==> config.mk <==
export PLATFORM = sky130hd
export DESIGN_NAME = uart_rxbuf
export DESIGN_NICKNAME = d
export VERILOG_FILES = /design/src/rtl/uart_rxbuf_pkg.sv /design/src/rtl/uart_rxbuf_hold.sv /design/src/rtl/uart_rxbuf_fifo.sv /design/src/rtl/uart_rxbuf_ovr.sv /design/src/rtl/uart_rxbuf.sv
export SDC_FILE = /design/constraint.sdc
export NUM_CORES = 1
export LEC_CHECK = 0
export BUFFER_PORTS_ARGS = -buffer_cell sky130_fd_sc_hd__buf_4
export CORE_MARGIN = 3
export CORE_UTILIZATION = 35
export CTS_BUF_LIST = sky130_fd_sc_hd__clkbuf_4 sky130_fd_sc_hd__clkbuf_8
export CTS_CLUSTER_DIAMETER = 60
export DETAILED_ROUTE_END_ITERATION = 8
export SLEW_MARGIN = 0
export SYNTH_ARGS = -nofsm -noshare
export SYNTH_HDL_FRONTEND = slang
export SYNTH_SLANG_ARGS = --single-unit
==> constraint.sdc <==
create_clock -name clk -period 2.4 [get_ports clk]
set_input_delay 0.24 -clock clk [delete_from_list [all_inputs] [get_ports clk]]
set_output_delay 0.24 -clock clk [all_outputs]
set_load 0.01 [all_outputs]
==> src/rtl/uart_rxbuf_pkg.sv <==
// Package: shared character type and the 7-bit capture mask for the
// receive buffer. Assumes characters are at most 8 bits wide.
package uart_rxbuf_pkg;

    localparam int RXB_CHAR_W = 8;

    typedef logic [RXB_CHAR_W-1:0] rxb_char_t;

    // Clears the top bit when the line carries 7-bit characters.
    function automatic rxb_char_t rxb_mask(input rxb_char_t c, input logic seven);
        rxb_char_t r;
        r = c;
        if (seven) r[RXB_CHAR_W-1] = 1'b0;
        return r;
    endfunction

endpackage

==> src/rtl/uart_rxbuf_hold.sv <==
// Holding stage: keeps one finished character from the shifter until the
// store can accept it. A character arriving while the stage is occupied
// and not draining is dropped (drop pulses). Assumes drain is asserted only
// while vld is 1.
module uart_rxbuf_hold
    import uart_rxbuf_pkg::*;
(
    input  logic      clk,
    input  logic      rst_n,
    input  logic      cap,
    input  rxb_char_t cap_char,
    input  logic      seven,
    input  logic      drain,
    output logic      vld,
    output rxb_char_t data,
    output logic      drop
);

    logic load;

    // Decide whether an arriving character may enter the stage.
    always_comb begin
        load = cap && (!vld || drain);
        drop = cap && vld && !drain;
    end

    // Hold register: load, hand off, or keep.
    always_ff @(posedge clk) begin
        if (!rst_n) begin
            vld  <= 1'b0;
            data <= '0;
        end else if (load) begin
            vld  <= 1'b1;
            data <= rxb_mask(cap_char, seven);
        end else if (drain) begin
            vld  <= 1'b0;
        end
    end


    hold_keep_chk: assert property (@(posedge clk) disable iff (!rst_n)
        (drop) |=> (vld && $stable(data)));


    drain_valid_chk: assert property (@(posedge clk) disable iff (!rst_n)
        drain |-> vld);

endmodule

==> src/rtl/uart_rxbuf_fifo.sv <==
// Character store: DEPTH-entry first-in first-out with read and write
// pointers and an occupancy count. The head entry is shown combinationally.
// Assumes the caller pushes only when count < DEPTH or a pop is accepted in
// the same cycle. A pop on an empty store is ignored.
module uart_rxbuf_fifo
    import uart_rxbuf_pkg::*;
#(
    parameter int DEPTH = 2
) (
    input  logic                          clk,
    input  logic                          rst_n,
    input  logic                          push,
    input  rxb_char_t                     din,
    input  logic                          pop,
    output rxb_char_t                     head,
    output logic [$clog2(DEPTH+1)-1:0]    count
);

    localparam int PW = (DEPTH > 1) ? $clog2(DEPTH) : 1;
    localparam int CW = $clog2(DEPTH+1);

    rxb_char_t       mem [DEPTH];
    logic [PW-1:0]   wr_ptr;
    logic [PW-1:0]   rd_ptr;
    logic            pop_ok;

    // A pop counts only when something is stored.
    always_comb pop_ok = pop && (count != '0);

    // Advance a pointer with wrap at DEPTH.
    function automatic logic [PW-1:0] bump(input logic [PW-1:0] p);
        return (p == PW'(DEPTH-1)) ? '0 : p + 1'b1;
    endfunction

    // Pointer and count update.
    always_ff @(posedge clk) begin
        if (!rst_n) begin
            wr_ptr <= '0;
            rd_ptr <= '0;
            count  <= '0;
        end else begin
            if (push)   wr_ptr <= bump(wr_ptr);
            if (pop_ok) rd_ptr <= bump(rd_ptr);
            case ({push, pop_ok})
                2'b10:   count <= count + 1'b1;
                2'b01:   count <= count - 1'b1;
                default: count <= count;
            endcase
        end
    end

    // Storage write, one generate slot per entry.
    for (genvar i = 0; i < DEPTH; i++) begin : g_slot
        always_ff @(posedge clk) begin
            if (!rst_n)                          mem[i] <= '0;
            else if (push && wr_ptr == PW'(i))   mem[i] <= din;
        end
    end

    // Oldest entry on the output.
    always_comb head = mem[rd_ptr];


    fifo_no_overflow_chk: assert property (@(posedge clk) disable iff (!rst_n)
        push |-> ((count < CW'(DEPTH)) || pop));


    count_bound_chk: assert property (@(posedge clk) disable iff (!rst_n)
        count <= CW'(DEPTH));


    empty_pop_chk: assert property (@(posedge clk) disable iff (!rst_n)
        (pop && !push && count == '0) |=> (count == '0));

endmodule

==> src/rtl/uart_rxbuf_ovr.sv <==
// Overrun detector: sets a sticky flag when the store is full, the holding
// stage is occupied and a new character starts with no read in that cycle.
// A write-one clear drops the flag; a set in the same cycle wins.
module uart_rxbuf_ovr (
    input  logic clk,
    input  logic rst_n,
    input  logic full,
    input  logic hold_vld,
    input  logic rx_start,
    input  logic rd_strobe,
    input  logic clr,
    output logic ovr
);

    logic set;

    // Overrun condition for this cycle.
    always_comb set = full && hold_vld && rx_start && !rd_strobe;

    // Sticky flag with set priority over clear.
    always_ff @(posedge clk) begin
        if (!rst_n)   ovr <= 1'b0;
        else if (set) ovr <= 1'b1;
        else if (clr) ovr <= 1'b0;
    end


    ovr_cause_chk: assert property (@(posedge clk) disable iff (!rst_n)
        $rose(ovr) |-> ($past(rx_start) && !$past(rd_strobe)));


    ovr_sticky_chk: assert property (@(posedge clk) disable iff (!rst_n)
        (ovr && !clr) |=> ovr);

endmodule

==> src/rtl/uart_rxbuf.sv <==
// Top of the receive buffer: holding stage, character store, overrun
// detector, status flags and the buffer-full interrupt. Assumes rx_done and
// rx_start are single-cycle pulses from the shifter and rd_strobe is one
// pulse per software read.
module uart_rxbuf
    import uart_rxbuf_pkg::*;
#(
    parameter int DEPTH = 2
) (
    input  logic       clk,
    input  logic       rst_n,
    input  logic       rx_done,
    input  logic [7:0] rx_char,
    input  logic       rx_start,
    input  logic       rd_strobe,
    input  logic       mode7,
    input  logic       thr_two,
    input  logic       ovr_clr,
    output logic [7:0] rd_data,
    output logic       rdry,
    output logic       rd2b,
    output logic       irq,
    output logic       ovr
);

    localparam int CW = $clog2(DEPTH+1);

    logic           hold_vld;
    rxb_char_t      hold_data;
    logic           hold_drop;
    logic           drain;
    logic           full;
    rxb_char_t      head;
    logic [CW-1:0]  count;

    // Hand-off: the store can take the held character when it has room or
    // a read frees a slot at this edge.
    always_comb begin
        full  = (count == CW'(DEPTH));
        drain = hold_vld && (!full || rd_strobe);
    end

    uart_rxbuf_hold u_hold (
        .clk      (clk),
        .rst_n    (rst_n),
        .cap      (rx_done),
        .cap_char (rx_char),
        .seven    (mode7),
        .drain    (drain),
        .vld      (hold_vld),
        .data     (hold_data),
        .drop     (hold_drop)
    );

    uart_rxbuf_fifo #(.DEPTH(DEPTH)) u_fifo (
        .clk   (clk),
        .rst_n (rst_n),
        .push  (drain),
        .din   (hold_data),
        .pop   (rd_strobe),
        .head  (head),
        .count (count)
    );

    uart_rxbuf_ovr u_ovr (
        .clk       (clk),
        .rst_n     (rst_n),
        .full      (full),
        .hold_vld  (hold_vld),
        .rx_start  (rx_start),
        .rd_strobe (rd_strobe),
        .clr       (ovr_clr),
        .ovr       (ovr)
    );

    // Status flags, read data and the threshold interrupt.
    always_comb begin
        rdry    = (count != '0);
        rd2b    = full;
        rd_data = rdry ? head : '0;
        irq     = thr_two ? rd2b : rdry;
    end


    flag_order_chk: assert property (@(posedge clk) disable iff (!rst_n)
        rd2b |-> rdry);


    empty_data_chk: assert property (@(posedge clk) disable iff (!rst_n)
        !rdry |-> (rd_data == 8'h00));


    drop_needs_hold_chk: assert property (@(posedge clk) disable iff (!rst_n)
        hold_drop |-> (hold_vld && full && !rd_strobe));

endmodule

* Word level (Yosys, flattened, before mapping)
Memory sizes are Yosys's and may differ from the RTL's. A register that Yosys moved wholly into a read port is not among the register bits.
Cells that the tools add are included.
** Storage, ports and cells
- Register bits :: 14
- Bits in latches :: 0
- Bits in writable memories :: 16
- Bits in read-only memories :: 0
- Input bits :: 16
- Output and inout port bits :: 12
- Word-level logic and storage cells :: 55
- Memories :: 1
** Operators by class
- Add/subtract/negate cells :: 4
- Multiply operators :: 0
- Div/mod/pow operators :: 0
- $lt $le $gt $ge :: 0
- Eq/ne operators :: 3
- Shifts and indexed selects :: 0
- Muxes and demuxes :: 21
- Bitwise operators :: 3
- Reduce and logical (&&, ||, !) cells :: 17
** Memories
- u_fifo.mem :: depth 2, bits a word 8, read ports 1, clocked after memory_dff 1, write ports 2, line uart_rxbuf_fifo.sv:22 : rxb_char_t mem [DEPTH];
** Operator list (count)
- 2-to-1 mux 8 bit :: 3
- 2-to-1 mux 1 bit :: 17
- logical AND 1 bit :: 8
- nonzero test 2 bit :: 4
- == test 2 bit (second input constant) :: 2
- case mux 2 bit (2 select lines) :: 1
- logical NOT 1 bit :: 3
- adder 1 bit (second input constant) :: 2
- adder 2 x 1 -> 2 bit (second input constant) :: 1
- == test 2 x 1 -> 1 bit (second input constant) :: 1
- logical OR 1 bit :: 2
- bitwise OR 1 bit :: 2
- subtractor 2 x 1 -> 2 bit (second input constant) :: 1
- NOT 1 bit :: 1

* Longest topological paths before layout
Gate-level depths: netlist of run 1.
- Depth in word-level cells :: 9
- Gate-level depth with buffers :: 8
- Mapped depth without buffers :: 6

* Hierarchy
Synthesis of run 1 repeated with hierarchy kept, for this count alone.
** Second synthesis, totals
- Cells, all modules :: 132
- Area, all modules :: 1410.1 um2
** Modules (own cells, without submodules)
- uart_rxbuf_fifo :: times used 1, cells each 74, area each 889.6 um2, seq. area each 580.6 um2
- uart_rxbuf_hold :: times used 1, cells each 40, area each 387.9 um2, seq. area each 180.2 um2
- uart_rxbuf :: times used 1, cells each 14, area each 90.1 um2, seq. area each 0.0 um2
- uart_rxbuf_ovr :: times used 1, cells each 4, area each 42.5 um2, seq. area each 20.0 um2

* Worst setup path before layout of run 1
OpenSTA, ideal clock, no wires.
- Path kind :: reg-to-reg
- Start point :: register u_fifo.count[0]
- End point :: register u_fifo.count[1]
- Library setup time :: 70 ps
- Arrival time :: 1663 ps
- Required time :: 2330 ps
- Slack :: 667 ps
- Cell stages (with the launch flop) :: 8
- Buffers on the path :: 2
- Clock period less this slack :: 1733 ps
- Path through :: dfxtp_1 > buf_6 > nor3b_1 > nand2b_1 > buf_4 > ha_1 > or3_1 > a21boi_1
** Between the ends
- Longest elaborated chain between the ends :: 6
- Elaborated cells between the ends (all ways) :: 12
- Those cells by class :: add/sub: 2; eq/ne: 3; mux: 1; reduce/logical: 6
** RTL lines
- start, declared :: line uart_rxbuf_fifo.sv:16 : output logic [$clog2(DEPTH+1)-1:0] count
- start signal, assigned :: line uart_rxbuf_fifo.sv:45 : 2'b10: count <= count + 1'b1;
- start signal, assigned :: line uart_rxbuf_fifo.sv:46 : 2'b01: count <= count - 1'b1;
- start signal, assigned :: line uart_rxbuf_fifo.sv:47 : default: count <= count;
- == test 2 bit :: line uart_rxbuf.sv:39 : full = (count == CW'(DEPTH));
- logical NOT 1 bit :: line uart_rxbuf.sv:40 : drain = hold_vld && (!full || rd_strobe);
- logical OR 1 bit :: line uart_rxbuf.sv:40
- logical AND 1 bit :: line uart_rxbuf.sv:40
- == test 2 x 1 -> 1 bit or == test 2 bit (tied branches) :: line uart_rxbuf_fifo.sv:44 : case ({push, pop_ok})
- case mux 2 bit (2 select lines) or nonzero test 2 bit (tied branches)
Several ways; a longest one is shown, not always the timed one.
A chain may end at the register's enable or synchronous reset.

* Worst setup path after layout of run 1
- Start point :: register u_fifo.count[0]
- End point :: output rd_data[6]
** Between the ends
- Longest elaborated chain between the ends :: 2
** RTL lines
- nonzero test 2 bit :: line uart_rxbuf.sv:78 : rdry = (count != '0);
- 2-to-1 mux 8 bit :: line uart_rxbuf.sv:80 : rd_data = rdry ? head : '0;
- end, declared :: line uart_rxbuf.sv:19 : output logic [7:0] rd_data,
Every way passes these cells.

==> results of run 1 <==
-- critical path: stages, from the launching register on --
cell     delay (ns)
dfxtp_1        0.39
nor2_1         0.58
nor2_1         0.13
buf_4          0.17
-- area by class of cell --
type / count / area (sq um) / area share [%]
inverter: 11 / 41.3 / 2.40
timing repair buffer: 31 / 233 / 13.5
multi-input combinational: 84 / 514 / 29.9
clock buffer: 7 / 83.8 / 4.88
tap: 48 / 60.1 / 3.50
sequential: 31 / 781 / 45.4
clock inverter: 1 / 5.00 / 0.291
-- state kept, by name (all words and copies together) (netlist names), named ones only --
name and flops:
u_hold.data 8, u_fifo.rd_ptr 1, u_fifo.mem 16, u_fifo.count 2
u_fifo.wr_ptr 1, u_hold.vld 1, u_ovr.ovr 1
-- path summary, 6_finish.rpt --
| check | start | to | slack [ns] |
|---|---|---|---|
| min | rx_done | u_hold.vld$_SDFFE_PN0P_ | 0.18 |
| min reg2reg | u_hold.data[4]$_SDFFE_PN0P_ | u_hold.data[4]$_SDFFE_PN0P_ | 0.45 |
| max | u_fifo.count[0]$_SDFFE_PN0P_ | rd_data[6] | 0.61 |
| max reg2reg | u_fifo.count[0]$_SDFFE_PN0P_ | u_fifo.count[1]$_SDFFE_PN0P_ | 0.74 |
-- logic make-up after synthesis --
logic type	synth area share [%]
multiplexers	12.3
XOR/XNOR	1.90
AND/OR/NAND/NOR	18.8
AO/OA/AOI/OAI	3.26
flip-flops	56.4
adder cells (fa/ha/maj)	0.904
buffers and inverters	6.42
-- layout by cell type (no fill, tap or decap), drive strengths merged --
master | netlist | final
nor2b | 4 | 4
nor2 | 17 | 17
o21ai | 4 | 4
and4bb | 1 | 1
a21oi | 2 | 2
and2 | 3 | 3
xnor2 | 3 | 3
nand3b | 1 | 1
dfxtp | 15 | 15
nand2b | 1 | 1
nand4b | 1 | 1
clkbuf | 2 | 7
nor3 | 8 | 8
edfxtp | 16 | 16
a21boi | 1 | 1
buf | 5 | 31
mux2i | 17 | 17
inv | 11 | 11
ha | 1 | 1
clkinv | 0 | 1
or3 | 1 | 1
o21a | 1 | 1
nand2 | 17 | 17
nor3b | 1 | 1
-- routing by layer --
metal	vias up	wire [um]	track usage [%]
met5	-	0	0
met4	0	39	8.27
met3	5	135	3.89
met2	34	1130	18.9
met1	400	1250	15.9
li1	501	-	-
-- through the flow --
| stage | utilization (%) | hold slack, ns |
|---|---|---|
| final | 45.9 | 0.180 |
| after global routing | 45.9 | 0.169 |
| after CTS | 45.9 | 0.170 |
| after detailed placement | 43.5 | 0.449 |
| after global placement | 43.5 | 0.445 |
| after floorplan | - | 0.364 |
-- power breakdown --
| group | internal, mW | leakage [nW] | total (mW) | switching [mW] |
|---|---|---|---|---|
| clock | 0.225 | 0.0491 | 0.403 | 0.178 |
| combinational | 0.210 | 0.368 | 0.403 | 0.194 |
| sequential | 0.612 | 0.291 | 0.675 | 0.0628 |
| total | 1.05 | 0.708 | 1.48 | 0.434 |
==> impl_metrics.csv, run 1 <==
group,metric,value,unit
routing,initial_drc_count,23,
critical_path,crit_fanout,10,
clock_network,tritoncts,"built",
routing,route.final.wire_length,2550,um
floorplanning,floorplan_core_area,3740,sq um
logic_synthesis,synth-async-reset-ratio,0,%
job,timing.max_cap.violations,0,
logic_synthesis,ys_dominant_reg_cell,"edfxtp_1",
floorplanning,design.die.area,4740,sq um
finish,design_area,1720,sq um
timing,final.setup.tns,0,ns
critical_path,worstRegToRegCells,5,
clock_network,post_cts_hold_buffer_count,0,
finish,finalNetCount,181,
critical_path,worst-endpoint-arrival,1.55,ns
min_path,hold_class,"in2reg",
floorplanning,dieWidth,68.9,um
pwr,power_density,862,nW/um^2
clock_network,clkSlewWorstSetupHoldPaths,0.06,ns
placed_design,post-dp-hpwl,1860,um
timing,rsz0062_at_grt,"no",
timing,timing.fmax,559,MHz
placed_design,detailed_place.area,1630,sq um
clock_network,cts.htree.levels,2,
placed_design,placedCellCount,205,
global_routing,grt_overflow_total,0,
timing,timing_worst_slew_pin_value,0.697,ns
floorplanning,die_h,68.9,um
routing,dr_total_vias,940,
clock_network,post_cts_resize_count,0,
min_path,min_delay_path_depth,2,
timing,period_minus_slack,1.79,ns
routing,antenna_violating_nets_post_route,0,
critical_path,cp-end-kind,"primary output",
finish,flow.area_growth_from_synthesis,24.1,%
routing,drt_pass1_iterations,4,
global_routing,gr-usage-all-layers,12.8,%
logic_synthesis,synth_cell_types,26,
logic_synthesis,synth-seq-cells,31,
logic_synthesis,synthesis.instances,133,
logic_synthesis,synth_sequential_area_ratio,56.4,%
pwr,power.total,1.48,mW
finish,post_route_cells_drive_above_1_share,23.6,%
logic_synthesis,synth.top_cells.by_area,"edfxtp_1, dfxtp_1, mux2i_1",
clock_network,cts_root_buf,"clkbuf_8",
global_routing,grt_pass1_wl,4260,um
logic_synthesis,synth_nets,150,
timing,timing.final.crit_share,74.6,%
placed_design,gp_congestion,0.798,
pwr,cellLeakagePower,0.708,nW
global_routing,grt_pass1_vias,932,
logic_synthesis,synth_edf_count,16,
placed_design,post-place-ws,0.745,ns
routing,wl_per_cell,12.0,um
logic_synthesis,ys_top_cells_by_count,"mux2i_1, nand2_1, nor2_1",
global_routing,antenna_found_initial,0,
logic_synthesis,synth_top_area_share,34.7,%
clock_network,cts_made_buffers,5,
clock_network,cts_post_setup_buffers_inserted,0,
floorplanning,rows,22,
clock_network,tritoncts_num_sinks,31,
timing,finalHoldViolations,0,
critical_path,setup.worst_path.start_class,"register",
timing,setup_violations,0,
logic_synthesis,synthesis.area,1380,sq um
timing,slew_viol_final,0,
logic_synthesis,synth.largest_area_cell,"edfxtp_1",
logic_synthesis,mean_post_synth_cell_area,10.4,sq um
floorplanning,initial_cell_density_of_the_core,37.0,%
clock_network,cts_max_path_buffers,2,
critical_path,critical_path_class,"reg2out",
clock_network,worst_skew_pair.late_latency,0.27,ns
logic_synthesis,ys.warnings.count,0,
finish,stdcell_count,213,
critical_path,worstPathRequired,2.16,ns
outcome,status,"finished, final reports clean",
finish,n_fill_cell,386,
timing,layout_setup_ws,0.610,ns
global_routing,pin_count_of_the_biggest_net_entering_global_routing,28,
timing,headroom_to_the_max_slew_limit,53.3,%
pwr,ir_worst_vdd,0.370,mV
floorplanning,design.portCount,28,
finish,insertedDiodeCount,0,
timing,final.setup_skew,0.00270,ns
placed_design,port-buffer-count,27,
routing,drc_errors,0,
routing,drt-vias-per-instance,4.41,
Note: power is estimated with default switching activity, not from simulation.
==> run 2: changes to the inputs <==
- clock period: 2.4 -> 1.7 ns (I/O delays scaled with it)
==> run 2 against run 1 <==
  * First-iteration DRC count shrank 48%
  * Sequential share of layout area shrank 0.78 points
  * Sequential cell count is the same
  * Non-clock buffer count grew 2
  * Die area is the same
  * Total power grew 45%
  * Combinational power grew 53%
  * Clock skew grew 0.00058 ns
  * Utilization grew 0.80 points
  * Hold slack lost 0.059 ns
  * Sequential power grew 40%
  * Critical path depth grew 2
==> impl_metrics.csv, run 2 (same netlist as run 1, synthesis figures left out) <==
group,metric,value,unit
floorplanning,design.portCount,28,
clock_network,worst_skew_pair.late_latency,0.27,ns
critical_path,crit_fanout,7,
clock_network,cts_post_setup_buffers_inserted,0,
finish,flow.area_growth_from_synthesis,26.3,%
critical_path,rrSetupSlack,0.08,ns
floorplanning,dieWidth,68.9,um
clock_network,post_cts_hold_buffer_count,0,
outcome,status,"finished, final reports clean",
global_routing,antenna_found_initial,0,
routing,wl_per_cell,11.8,um
critical_path,slowest_delay,0.42,ns
critical_path,worstRegToRegCells,5,
finish,layout_commonest_cell,"buf_4",
placed_design,gp_congestion,0.815,
routing,antenna_violating_nets_post_route,0,
timing,period_minus_slack,1.62,ns
global_routing,grt_pass1_vias,923,
clock_network,cts_made_buffers,5,
global_routing,pin_count_of_the_biggest_net_entering_global_routing,28,
routing,drt-vias-per-instance,4.45,
finish,stdcell_count,215,
finish,post_route_cells_drive_above_1_share,25.7,%
routing,route.final.wire_length,2540,um
clock_network,cts.htree.levels,2,
global_routing,grt_most_used_layer,"met2",
timing,timing_worst_slew_pin_value,0.437,ns
critical_path,worstPathRequired,1.91,ns
timing,setup_violations,0,
timing,final.setup_skew,0.00329,ns
timing,headroom_to_the_max_slew_limit,70.8,%
pwr,cellLeakagePower,0.722,nW
global_routing,grt_overflow_total,0,
timing,rsz0062_at_grt,"no",
job,timing.max_cap.violations,0,
floorplanning,design.die.area,4740,sq um
clock_network,tritoncts,"built",
pwr,power_density,1230,nW/um^2
finish,top_register,"u_fifo.mem",
critical_path,startpoint,"u_fifo.count[1]$_SDFFE_PN0P_",
placed_design,placedCellCount,207,
routing,drc_errors,0,
global_routing,gr-usage-all-layers,12.3,%
clock_network,post_cts_resize_count,0,
timing,finalHoldViolations,0,
floorplanning,initial_cell_density_of_the_core,37.0,%
finish,design_area,1750,sq um
finish,most_used_cells_in_the_layout_excluding_fill_and_tap_cells,"buf_4, nor2_1, mux2i_1, nand2_1, edfxtp_1",
routing,initial_drc_count,12,
critical_path,critical_path.cell_chain,"nor3b_2 > nand2b_4 > ha_1 > or3_1 > a21boi_1",
global_routing,grtUsageMet2,19.8,%
finish,largest_reg_flops,16,
finish,finalNetCount,183,
placed_design,post-dp-hpwl,1900,um
critical_path,crit-reg2reg-capture,"u_fifo.count[1]$_SDFFE_PN0P_",
timing,slew_viol_final,0,
critical_path,cp-end-kind,"register",
clock_network,cts_root_buf,"clkbuf_8",
clock_network,tritoncts_num_sinks,31,
clock_network,cts_max_path_buffers,2,
routing,dr_total_vias,956,
clock_network,clkSlewWorstSetupHoldPaths,0.06,ns
global_routing,grt.met3_usage,4.86,%
critical_path,critical_path_class,"reg2reg",
critical_path,setup.worst_path.start_class,"register",
pwr,ir_worst_vdd,0.418,mV
global_routing,grt_pass1_wl,4160,um
critical_path,worst-endpoint-arrival,1.83,ns
floorplanning,floorplan_core_area,3740,sq um
critical_path,regToRegStartpoint,"u_fifo.count[1]$_SDFFE_PN0P_",
critical_path,worst_setup_path_endpoint,"u_fifo.count[1]$_SDFFE_PN0P_",
timing,timing.fmax,616,MHz
critical_path,worst_path_max_delay_cell,"dfxtp_1",
timing,final.setup.tns,0,ns
routing,drt_pass1_iterations,3,
finish,insertedDiodeCount,0,
placed_design,detailed_place.area,1660,sq um
floorplanning,rows,22,
finish,biggestRegsByFlops,"u_fifo.mem x16, u_hold.data x8, u_fifo.count x2",
timing,timing.final.crit_share,95.5,%
placed_design,port-buffer-count,27,
min_path,hold_class,"in2reg",
global_routing,grt_util_met1,15.1,%
floorplanning,die_h,68.9,um
-- run 2: changes by cell type in the layout (fill, tap and decap cells not counted) --
| cell | before | now |
|---|---|---|
| nand2b_1 | 1 | 0 |
| nor3b_2 | 0 | 1 |
| clkinv_2 | 1 | 0 |
| buf_4 | 31 | 33 |
| clkbuf_4 | 2 | 3 |
| nor3b_1 | 1 | 0 |
| nand2b_4 | 0 | 1 |
-- run 2: worst min path at each step --
stage,start,end,slack [ns],cells past startpoint
after floorplan,rx_done,u_hold.vld$_SDFFE_PN0P_,0.29,1
after global placement,rx_done,u_hold.vld$_SDFFE_PN0P_,0.39,2
after detailed placement,rx_done,u_hold.vld$_SDFFE_PN0P_,0.40,2
after CTS,rx_done,u_hold.vld$_SDFFE_PN0P_,0.11,2
after global routing,rx_done,u_hold.vld$_SDFFE_PN0P_,0.10,2
final,rx_done,u_hold.vld$_SDFFE_PN0P_,0.12,2
-- run 2: power breakdown --
group | internal (mW) | total [mW] | switching [mW]
logic | 0.334 | 0.618 | 0.284
registers | 0.864 | 0.946 | 0.0818
clock network | 0.338 | 0.583 | 0.245
-- run 2: final cells by class --
cell class / count / area [sq um]
multi-input combinational: 84 / 527
fill: 378 / 2000
sequential: 31 / 781
inverter: 11 / 41.3
clock buffer: 8 / 91.3
tap: 48 / 60.1
timing repair buffer: 33 / 248
-- run 2: metal layers --
| layer | part of all wire, % | wire (um) | vias to the layer above |
|---|---|---|---|
| li1 | - | - | 507 |
| met1 | 48 | 1230 | 422 |
| met2 | 45 | 1140 | 24 |
| met3 | 5.4 | 136 | 3 |
| met4 | 1.4 | 36 | 0 |
| met5 | 0 | 0 | - |
-- run 2: through the flow --
stage	hold WS, ns	power (mW)	setup WS [ns]	util [%]
2_1_floorplan	0.294	1.34	0.0167	-
3_3_place_gp	0.390	1.57	0.191	44.3
3_5_place_dp	0.396	1.59	0.0758	44.3
4_1_cts	0.105	2.19	0.0698	46.7
5_1_grt	0.104	2.28	0.00494	46.7
6_report	0.121	2.15	0.0772	46.7
-- run 2: worst max-delay path, delay by kind of cell, from the launching register on --
family,cells,cell delay (ns)
and+or+nand+nor,3,0.75
adders and majority gates,1,0.25
DFF,1,0.42
AOI/OAI and AO/OA,1,0.14
==> run 3: changes to the inputs <==
--- a/config.mk
+++ b/config.mk
@@ -12,4 +12,5 @@
 export CTS_CLUSTER_DIAMETER = 60
 export DETAILED_ROUTE_END_ITERATION = 8
+export SETUP_SLACK_MARGIN = 0.15
 export SLEW_MARGIN = 0
 export SYNTH_ARGS = -nofsm -noshare
==> constraint.sdc (replaced) <==
create_clock -name clk -period 1.7 [get_ports clk]
set_input_delay 0.17 -clock clk [delete_from_list [all_inputs] [get_ports clk]]
set_output_delay 0.17 -clock clk [all_outputs]
set_load 0.1 [all_outputs]
==> run 3 against run 2 <==
  * Clock-buffer cell count down 2
  * Clock power down 6.0%
  * Via count up 1.8%
  * Total power up 36%
  * Global-route usage about the same
  * Sequential share of layout area down 1.6 points
  * Die area unchanged
  * Non-clock buffer count up 2
  * Utilization up 2.4 points
  * Setup slack better by 0.067 ns
  * Clock skew down 0.00058 ns
  * Wire length up 3.4%
==> impl_metrics.csv, run 3 (same netlist as run 1, synthesis figures left out) <==
group,metric,value,unit
outcome,status,"finished, final reports clean",
critical_path,crit_fanout,10,
placed_design,placedCellCount,204,
routing,route.final.wire_length,2630,um
finish,insertedDiodeCount,0,
routing,dr_total_vias,973,
clock_network,post_cts_hold_buffer_count,0,
timing,layout_setup_ws,0.145,ns
timing,finalHoldViolations,0,
global_routing,gr-usage-all-layers,12.2,%
timing,period_minus_slack,1.56,ns
critical_path,worstPathRequired,1.53,ns
finish,biggestRegsByFlops,"u_fifo.mem x16, u_hold.data x8, u_fifo.count x2",
floorplanning,initial_cell_density_of_the_core,37.0,%
placed_design,post-place-ws,-0.0259,ns
critical_path,setup.worst_path.start_class,"register",
placed_design,gp_congestion,0.826,
routing,wl_per_cell,12.1,um
floorplanning,design.portCount,28,
timing,slew_viol_final,0,
pwr,power_density,1580,nW/um^2
floorplanning,die_h,68.9,um
clock_network,cts_root_buf,"clkbuf_8",
clock_network,cts_made_buffers,5,
finish,finalNetCount,185,
routing,antenna_violating_nets_post_route,0,
critical_path,worst-endpoint-arrival,1.39,ns
global_routing,antenna_found_initial,0,
placed_design,port-buffer-count,27,
finish,layout_commonest_cell,"buf_4",
placed_design,post-dp-hpwl,1840,um
timing,timing.final.crit_share,91.5,%
timing,timing.fmax,643,MHz
floorplanning,dieWidth,68.9,um
min_path,min_delay_path_depth,2,
routing,initial_drc_count,45,
min_path,hold_class,"in2reg",
clock_network,clkSlewWorstSetupHoldPaths,0.06,ns
finish,n_fill_cell,365,
routing,drc_errors,0,
global_routing,pin_count_of_the_biggest_net_entering_global_routing,28,
clock_network,tritoncts_num_sinks,31,
finish,stdcell_count,217,
timing,final.setup_skew,0.00271,ns
pwr,cellLeakagePower,0.737,nW
global_routing,grt_overflow_total,0,
critical_path,critical_path.cell_chain,"buf_4 > nor2_4 > nor2_2 > buf_4",
timing,timing_worst_slew_pin_value,0.455,ns
timing,holdWs,0.116,ns
timing,rsz0062_at_grt,"yes",
global_routing,grt_pass1_vias,921,
finish,largest_reg_flops,16,
routing,drt-vias-per-instance,4.48,
pwr,ir_worst_vdd,0.713,mV
clock_network,tritoncts,"built",
critical_path,worstRegToRegCells,5,
critical_path,slowest_delay,0.35,ns
critical_path,worst_path_max_delay_cell,"dfxtp_4",
clock_network,worst_skew_pair.late_latency,0.28,ns
finish,most_used_cells_in_the_layout_excluding_fill_and_tap_cells,"buf_4, mux2i_1, nand2_1",
clock_network,cts.htree.levels,2,
floorplanning,floorplan_core_area,3740,sq um
floorplanning,rows,22,
floorplanning,design.die.area,4740,sq um
job,timing.max_cap.violations,0,
critical_path,critical_path_class,"reg2out",
timing,headroom_to_the_max_slew_limit,69.7,%
finish,post_route_cells_drive_above_1_share,36.1,%
finish,top_register,"u_fifo.mem",
global_routing,grt_pass1_wl,4190,um
routing,drt_pass1_iterations,4,
clock_network,cts_max_path_buffers,2,
critical_path,cp-end-kind,"primary output",
critical_path,critPathMostFrequentCell,"buf_4",
timing,setup_violations,0,
finish,flow.area_growth_from_synthesis,32.9,%
[run 3: cell types whose count changed in the layout (fill, tap and decap cells not counted), sizes merged]
cell / previous run / this run
clkinv: 0 / 2
clkbuf: 8 / 6
buf: 33 / 35
[run 3: layout make-up]
class,instances,area [sq um],area share (%)
Sequential cell,31,792,43.1
Multi-Input combinational cell,84,599,32.6
Timing Repair Buffer,35,263,14.3
Clock buffer,6,76.3,4.15
Tap cell,48,60.1,3.27
Inverter,11,41.3,2.24
Clock inverter,2,7.51,0.408
[run 3: power breakdown]
| group | internal [mW] | switching (mW) | total [mW] |
|---|---|---|---|
| Combinational | 0.421 | 0.972 | 1.39 |
| Sequential | 0.882 | 0.0897 | 0.971 |
| Clock | 0.294 | 0.253 | 0.548 |
[run 3: final timing paths]
check,start,endpoint,slack [ns]
hold reg to reg,u_hold.data[4]$_SDFFE_PN0P_,u_hold.data[4]$_SDFFE_PN0P_,0.46
hold / removal,rx_done,u_hold.vld$_SDFFE_PN0P_,0.12
setup reg to reg,u_fifo.count[0]$_SDFFE_PN0P_,u_fifo.count[1]$_SDFFE_PN0P_,0.17
setup / recovery,u_fifo.count[1]$_SDFFE_PN0P_,rd_data[7],0.14
[run 3: through the flow]
stage,power [mW],util (%),TNS (ns),area [sq um]
after global placement,2.21,44.1,0,1650
after detailed placement,2.23,44.1,-0.228,1650
after global routing,3.05,49.1,0,1840
after floorplan,2.00,-,-0.157,1410
final,2.91,49.1,0,1840
after CTS,2.86,48.1,0,1800
[run 3: routing by layer]
layer / vias to the layer above / part of all wire [%] / global-route usage (%) / routed length [um]
li1: 512 / - / - / -
met4: 0 / 0 / 5.11 / 0
met5: - / 0 / 0 / 0
met3: 0 / 6.1 / 4.38 / 160
met1: 432 / 47 / 15.5 / 1240
met2: 29 / 47 / 18.8 / 1230
[run 3: worst max-delay path, delay by kind of cell, from the launching register on]
family | cells | cell delay [ns]
buffers and inverters | 2 | 0.38
flip-flops | 1 | 0.35
AND/OR/NAND/NOR | 2 | 0.37
[run 3: repair_timing]
| action | 4_1_cts | 5_1_grt |
|---|---|---|
| pin swaps | 1 | 4 |
| setup buffers | 2 | 3 |
| resized for setup | 10 | 5 |
| setup endpoints to repair | 27 | 19 |
